### config.mk
export PLATFORM = sky130hd
export DESIGN_NAME = tmds_clk_pattern_gen
export DESIGN_NICKNAME = d
export VERILOG_FILES = /design/src/rtl/tmds_ckpat_pkg.sv /design/src/rtl/ckp_regs.sv /design/src/rtl/ckp_seq.sv /design/src/rtl/tmds_clk_pattern_gen.sv
export SDC_FILE = /design/constraint.sdc
export NUM_CORES = 1
export LEC_CHECK = 0
export ABC_AREA = 1
export BUFFER_PORTS_ARGS = -buffer_cell sky130_fd_sc_hd__clkbuf_2
export CORE_MARGIN = 2
export CORE_UTILIZATION = 55
export DETAILED_ROUTE_END_ITERATION = 16
export GPL_ROUTABILITY_DRIVEN = 1
export PLACE_DENSITY = 0.77
export SYNTH_ARGS = -nofsm -noshare
export SYNTH_HDL_FRONTEND = slang
export SYNTH_HIERARCHICAL = 1
export SYNTH_SLANG_ARGS = --single-unit
### constraint.sdc
create_clock -name clk -period 1.7 [get_ports clk]
set_input_delay 0.425 -clock clk [delete_from_list [all_inputs] [get_ports clk]]
set_output_delay 0.425 -clock clk [all_outputs]
set_load 0.02 [all_outputs]
### src/rtl/tmds_ckpat_pkg.sv
package tmds_ckpat_pkg;
    localparam int unsigned CKP_WORD_W    = 10;
    localparam int unsigned CKP_HALF_W    = 16;
    localparam int unsigned CKP_DATA_W    = 32;
    localparam int unsigned CKP_NUM_WORDS = 4;
    localparam int unsigned CKP_ADDR_W    = 2;

    localparam int unsigned CKP_CODE_LOAD = 1;
    localparam int unsigned CKP_CODE_RUN  = 2;

    typedef enum logic [1:0] {
        CKP_CMD_NONE = 2'd0,
        CKP_CMD_LOAD = 2'd1,
        CKP_CMD_RUN  = 2'd2
    } ckp_cmd_e;
endpackage

### src/rtl/ckp_regs.sv
module ckp_regs
    import tmds_ckpat_pkg::*;
#(
    parameter int unsigned WORD_W    = CKP_WORD_W,
    parameter int unsigned HALF_W    = CKP_HALF_W,
    parameter int unsigned DATA_W    = CKP_DATA_W,
    parameter int unsigned NUM_WORDS = CKP_NUM_WORDS,
    parameter int unsigned ADDR_W    = CKP_ADDR_W
) (
    input  logic                          clk,
    input  logic                          rst_n,
    input  logic                          wr_en,
    input  logic [ADDR_W-1:0]             wr_addr,
    input  logic [DATA_W-1:0]             wr_data,
    output logic [NUM_WORDS*WORD_W-1:0]   prog_words,
    output ckp_cmd_e                      cmd
);
    localparam int unsigned WPR      = DATA_W / HALF_W;
    localparam int unsigned NUM_REGS = (NUM_WORDS + WPR - 1) / WPR;
    localparam int unsigned CTL_ADDR = NUM_REGS;

    typedef struct packed {
        logic [NUM_WORDS*WORD_W-1:0] words;
    } regs_t;

    regs_t regs_d, regs_q;
    logic [NUM_WORDS-1:0]        hit;
    logic [NUM_WORDS*WORD_W-1:0] field;
    logic                        ctl_hit;

    genvar g;
    generate
        for (g = 0; g < NUM_WORDS; g++) begin : g_word
            assign hit[g] = wr_en && (wr_addr == ADDR_W'(g / WPR));
            assign field[g*WORD_W +: WORD_W] = wr_data[(g % WPR)*HALF_W +: WORD_W];

            AST_FIELD_WRITE: assert property (@(posedge clk) disable iff (!rst_n)
                hit[g] |=> prog_words[g*WORD_W +: WORD_W] ==
                           $past(wr_data[(g % WPR)*HALF_W +: WORD_W]));
        end
    endgenerate

    assign ctl_hit = wr_en && (wr_addr == ADDR_W'(CTL_ADDR));

    always_comb begin
        regs_d = regs_q;
        cmd    = CKP_CMD_NONE;
        for (int k = 0; k < NUM_WORDS; k++) begin
            if (hit[k]) regs_d.words[k*WORD_W +: WORD_W] = field[k*WORD_W +: WORD_W];
        end
        if (ctl_hit) begin
            if (wr_data == DATA_W'(CKP_CODE_LOAD))     cmd = CKP_CMD_LOAD;
            else if (wr_data == DATA_W'(CKP_CODE_RUN)) cmd = CKP_CMD_RUN;
        end
    end

    always_ff @(posedge clk) begin
        if (!rst_n) regs_q <= '0;
        else        regs_q <= regs_d;
    end

    assign prog_words = regs_q.words;

    AST_PAT_HOLD: assert property (@(posedge clk) disable iff (!rst_n)
        !wr_en |=> $stable(prog_words));
endmodule

### src/rtl/ckp_seq.sv
module ckp_seq
    import tmds_ckpat_pkg::*;
#(
    parameter int unsigned WORD_W    = CKP_WORD_W,
    parameter int unsigned NUM_WORDS = CKP_NUM_WORDS
) (
    input  logic                        clk,
    input  logic                        rst_n,
    input  ckp_cmd_e                    cmd,
    input  logic [NUM_WORDS*WORD_W-1:0] prog_words,
    output logic [WORD_W-1:0]           word_out
);
    localparam int unsigned IDX_W = (NUM_WORDS > 1) ? $clog2(NUM_WORDS) : 1;
    localparam logic [IDX_W-1:0] LAST_IDX = IDX_W'(NUM_WORDS - 1);

    typedef struct packed {
        logic [NUM_WORDS*WORD_W-1:0] act;
        logic                        run;
        logic [IDX_W-1:0]            idx;
    } seq_t;

    seq_t seq_d, seq_q;

    always_comb begin
        seq_d = seq_q;
        if (seq_q.run) begin
            seq_d.idx = (seq_q.idx == LAST_IDX) ? '0 : seq_q.idx + 1'b1;
        end
        if (cmd == CKP_CMD_LOAD) seq_d.act = prog_words;
        if (cmd == CKP_CMD_RUN) begin
            seq_d.run = 1'b1;
            seq_d.idx = '0;
        end
        word_out = seq_q.run ? seq_q.act[seq_q.idx*WORD_W +: WORD_W] : '0;
    end

    always_ff @(posedge clk) begin
        if (!rst_n) seq_q <= '0;
        else        seq_q <= seq_d;
    end

    AST_RUN_START: assert property (@(posedge clk) disable iff (!rst_n)
        (cmd == CKP_CMD_RUN) |=> (seq_q.run && seq_q.idx == '0));
    AST_IDX_STEP: assert property (@(posedge clk) disable iff (!rst_n)
        (seq_q.run && cmd != CKP_CMD_RUN) |=>
            seq_q.idx == (($past(seq_q.idx) == LAST_IDX) ? '0 : $past(seq_q.idx) + 1'b1));
    AST_RUN_STICKY: assert property (@(posedge clk) disable iff (!rst_n)
        seq_q.run |=> seq_q.run);
    AST_LOAD_COPY: assert property (@(posedge clk) disable iff (!rst_n)
        (cmd == CKP_CMD_LOAD) |=> seq_q.act == $past(prog_words));
    AST_ACT_HOLD: assert property (@(posedge clk) disable iff (!rst_n)
        (cmd != CKP_CMD_LOAD) |=> $stable(seq_q.act));
endmodule

### src/rtl/tmds_clk_pattern_gen.sv
module tmds_clk_pattern_gen
    import tmds_ckpat_pkg::*;
#(
    parameter int unsigned WORD_W    = CKP_WORD_W,
    parameter int unsigned HALF_W    = CKP_HALF_W,
    parameter int unsigned DATA_W    = CKP_DATA_W,
    parameter int unsigned NUM_WORDS = CKP_NUM_WORDS,
    parameter int unsigned ADDR_W    = CKP_ADDR_W
) (
    input  logic              clk,
    input  logic              rst_n,
    input  logic              cfg_we,
    input  logic [ADDR_W-1:0] cfg_addr,
    input  logic [DATA_W-1:0] cfg_wdata,
    output logic [WORD_W-1:0] clk_word
);
    ckp_cmd_e                    cmd;
    logic [NUM_WORDS*WORD_W-1:0] prog_words;

    ckp_regs #(
        .WORD_W(WORD_W), .HALF_W(HALF_W), .DATA_W(DATA_W),
        .NUM_WORDS(NUM_WORDS), .ADDR_W(ADDR_W)
    ) u_regs (
        .clk(clk), .rst_n(rst_n), .wr_en(cfg_we), .wr_addr(cfg_addr),
        .wr_data(cfg_wdata), .prog_words(prog_words), .cmd(cmd)
    );

    ckp_seq #(
        .WORD_W(WORD_W), .NUM_WORDS(NUM_WORDS)
    ) u_seq (
        .clk(clk), .rst_n(rst_n), .cmd(cmd), .prog_words(prog_words),
        .word_out(clk_word)
    );
endmodule

# Yosys cells after proc, flatten, opt, wreduce, memory -nomap -nowiden
# Cells that the tools add are included.
[totals] reg_bits=83 in_bits=37 out_inout_bits=10 wordCells=26
[classes] add_sub_neg=1 multipliers=1 eq_ne=7 n_shift=1 muxes=5 bitwise_logic=1 n_reduce_logical=5
[op_table] operator="$shiftx 40x7->10" n=1
[op_table] operator="$eq 32x1->1 const B" n=1
[op_table] operator="$eq 32x2->1 const B" n=1
[op_table] operator="$mux 10" n=1
[op_table] operator="$mux 2" n=4
[op_table] operator="$eq 2x2->1 const B" n=3
[op_table] operator="$mul 2x3->5 const B" n=1
[op_table] operator="$eq 2x1->1 const B" n=2
[op_table] operator="$logic_and 1x1->1" n=3
[op_table] operator="$add 2x1->2 const B" n=1
[op_table] operator="$logic_not 2->1" n=1
[op_table] operator="$reduce_or 2->1" n=1
[op_table] operator="$not 1->1" n=1

# Longest topological paths before layout
[depth] ltp_word=6 mapped_depth=11 mapped_depth_nobuf=10

# Modules after synthesis
# Netlist, hierarchy kept.
[by_module_without_submodules] mod="ckp_seq" instances=1 cells_each=267 area_per_inst_um2=1875.5
[by_module_without_submodules] mod="ckp_regs" instances=1 cells_each=217 area_per_inst_um2=1595.3

# Worst setup path after synthesis
# Ideal clock, no wire load.
[synth_path] path_type="register to output" from="register u_seq/seq_q[0] (netlist name)" to="output clk_word[0]" arrival_ps=1060 required_time_ps=1275 slack_ps=215 path_stages_with_launch=6 cell_sequence="dfxtp_1 > inv_2 > buf_2 > nand2_1 > nand3_1 > a21oi_1"
[synth_via] elab_chain_cells=3
[synth_lines] element="start: declaration" line="ckp_seq.sv:22" source="seq_t seq_d, seq_q;"
[synth_lines] element="start signal: assignment" line="ckp_seq.sv:39" source="else seq_q <= seq_d;"
[synth_lines] element="$mul 2x3->5" line="ckp_seq.sv:34" source="word_out = seq_q.run ? seq_q.act[seq_q.idx*WORD_W +: WORD_W] : '0;"
[synth_lines] element="$shiftx 40x7->10" line="ckp_seq.sv:34"
[synth_lines] element="$mux 10" line="ckp_seq.sv:34"
[synth_lines] element="end: declaration" line="tmds_clk_pattern_gen.sv:15" source="output logic [WORD_W-1:0] clk_word"
# No other way between the ends.

# Worst setup path in the final report
[layout_path] from="register u_seq/seq_q[0] (netlist name)" to="output clk_word[9]"
# Same word-level chain as after synthesis.

==> results.md <==
* Worst-Margin Slew at 0.4757 ns
* Peak supply drop at 594.8 uV
* Initial Util at 0.5760
* Largest net degree at the start of global routing at 83
* Synth Cell Area at 3471 um^2
* Cells after synthesis at 484
* Min Tclk post-route at 1.835 ns
* Final wirelength at 8044 um
* Asr flop ratio synth at 0
* Antenna violations before repair at 0
* Critical path launch point type: register
* Worst clock skew at 0.005207 ns
* Critical path class: reg2out
* Final Setup Violations at 10
* EDFF count, synth at 0
* IO Port Bufs at 46
* Final TNS setup at -0.8583 ns
* GRT overflow at 0
* GRT Overall Usage at 0.2394
* Clock Pin Slew Worst Setup and Hold Paths at 0.08 ns
* Unrepaired setup endpoints after global routing: yes
* Failing checks: negative setup slack
* Vias in the first global route at 2920
* Fraction of the yosys area taken by sequential cells at 0.4787
* Post-DP HPWL at 5789 um
* Pins Over Slew Limit at 0
* Post-CTS setup buffer count at 0
* Fin crit share at 1.079
* First DRT Iteration DRCs at 191
* Post-synth top cells: dfxtp_1 (83), a21oi_1 (72), inv_1 (65), nor2_1 (65), o21ai_0 (62)
* Crit path setup slack, layout at -0.1348 ns
* Number of core rows at 28
* Endpoints failing hold at 0
* CP max-delay cell: dfxtp_4
* Root buf cell: clkbuf_8
* Hold WC Path Type: in2reg
* Synth area leaders: dfxtp_1 (48%), a21oi_1 (10%), o21ai_0 (8.9%)
* Core Area at 6026 um^2
* Final instance area at 4239 um^2
* DRC viols at 0
* CP endpoint kind: primary output
* Layout cell share with drive strength beyond 1 at 0.2080
* CP Buf/Inv Count at 2
* Die area at 6962 um^2
* Share of the synthesized area in the top cell type at 0.4787
* Number of synthesized register bits at 83
* Wirelength per Cell at 12.91 um
* Syn. warnings at 6
* Synthesized area per cell at 7.171 um^2
* Die Wd at 83.44 um
* Crit-path max FO at 19
* Nets at 581
* Post-synth top area cell: dfxtp_1
* Die height at 83.44 um
* Gpl congestion at 0.8516
* P&R area growth vs syn at 22.13%
* Cts hold-fix bufs at 0
* Max Buffers Root-to-Sink at 2
* Setup Slack @ Placement at -0.1239 ns
* Max cap viols at 0
* Top cell family by delay on the critical path: flip-flops
* TritonCTS Buffers at 9
* Post-route ant nets at 0
* DR vias/cell at 5.183
* CTS tree: yes
* Leakage at 1.706 nW
* Clock sink total at 83
* H-tree depth at 3
* PD cells at 875.6 nW/um^2
* DR vias at 3229
* Post-synth top flop: dfxtp_1
* Status: complete, but fails checks
* Crit-path cells: buf_12, nand2_1, nand3_2, a21oi_2, clkbuf_8
* Ant. Diodes at 0
* Crit path required time at 1.27 ns
* Count of different cell masters after synthesis at 23
* 1st-pass router iterations at 6
* Mapped Nets at 522
* Placed Area at 3929 um^2
* First-pass GRT wire length at 13520 um
* Io pins at 47
* Most frequent cell after synthesis: dfxtp_1
* Hold Worst Slack at 0.3651 ns
* Max Clk Rate at 0.5450 GHz
* Largest stage delay, worst path at 0.38 ns
* Worst slew margin at 0.6825
* Clock Latency Late Sink at 0.35 ns
* Critical path arrival at 1.41 ns
==> metal layers <==
metal | routed length [um] | GRT usage | up-vias
li1 | - | - | 1671
met1 | 3881 | 0.3310 | 1430
met2 | 3531 | 0.3651 | 114
met3 | 504 | 0.04672 | 14
met4 | 127 | 0.1041 | 0
met5 | 0 | 0 | -
==> worst register-to-register path, delay by kind of cell, from the launching register on <==
family	cells	cell delay, ns
DFF	1	0.38
AOI/OAI and AO/OA	1	0.13
adders and majority gates	1	0.27
and+or+nand+nor	1	0.04
buffers and inverters	1	0.15
==> layout make-up <==
type | count | area, um^2
Clock buffer | 11 | 141.4
Clock inverter | 5 | 61.31
Fill cell | 495 | 1787
Inverter | 69 | 262.8
Multi-Input combinational cell | 302 | 1424
Sequential cell | 83 | 1669
Tap cell | 75 | 93.84
Timing Repair Buffer | 78 | 586.8
==> path summary, 6_finish.rpt <==
| check | endpoint | cells past startpoint | slack (ns) | from |
|---|---|---|---|---|
| hold reg to reg | u_regs/prog_words[36] | 2 | 0.45 | u_regs/prog_words[36] |
| setup reg to reg | u_seq/seq_q[1] | 4 | 0.65 | u_seq/seq_q[0] |
| setup / recovery | clk_word[9] | 5 | -0.13 | u_seq/seq_q[0] |
| hold / removal | u_regs/prog_words[13] | 3 | 0.37 | cfg_wdata[19] |
==> state kept, by name, indices dropped and copies added, names as in the netlist <==
register           count
u_regs/prog_words     40
u_seq/seq_q           43
==> layout by cell type, fill, tap and decap left out, types with 2 or more instances in the layout <==
master / Yosys / final
a21oi_1: 72 / 66
a21oi_2: 0 / 6
buf_12: 0 / 5
buf_4: 2 / 32
clkbuf_2: 1 / 36
clkbuf_8: 0 / 14
clkinvlp_4: 0 / 3
dfxtp_1: 83 / 81
dfxtp_4: 0 / 2
inv_1: 65 / 65
inv_2: 3 / 2
nand2_1: 55 / 55
nand2_2: 2 / 2
nand3_1: 22 / 18
nand3_2: 1 / 5
nor2_1: 65 / 65
o21ai_0: 62 / 62
o21ai_1: 18 / 18
==> logic make-up (layout without fill, tap and decap cells) <==
| group | Yosys count | after routing | share of synthesized area |
|---|---|---|---|
| AO/OA/AOI/OAI | 153 | 153 | 0.2213 |
| adder cells (fa/ha/maj) | 1 | 1 | 0.003604 |
| flip-flops | 83 | 83 | 0.4787 |
| AND/OR/NAND/NOR | 148 | 148 | 0.1730 |
| buffers and inverters | 99 | 163 | 0.1233 |
==> repair_timing <==
action,4_1_cts,5_1_grt
resized for setup,24,13
setup endpoints to repair,10,10
pin swaps,4,2
gates cloned,0,0
==> report_power, final <==
group,switching (W),internal (W),total (W)
Sequential,0.0000299,0.00199,0.00202
Clock,0.000704,0.000724,0.00143
Combinational,0.000145,0.000121,0.000265
Total,0.000879,0.00283,0.00371
==> stage by stage <==
| step | total power (W) | instances | util |
|---|---|---|---|
| floorplan | 0.002198 | 484 | - |
| global placement | 0.002319 | 607 | 0.6520 |
| detailed placement | 0.002329 | 607 | 0.6520 |
| CTS | 0.003723 | 623 | 0.6983 |
| global route | 0.003864 | 623 | 0.7035 |
| finish | 0.003712 | 623 | 0.7035 |
Note: power is estimated with default switching activity, not from simulation.
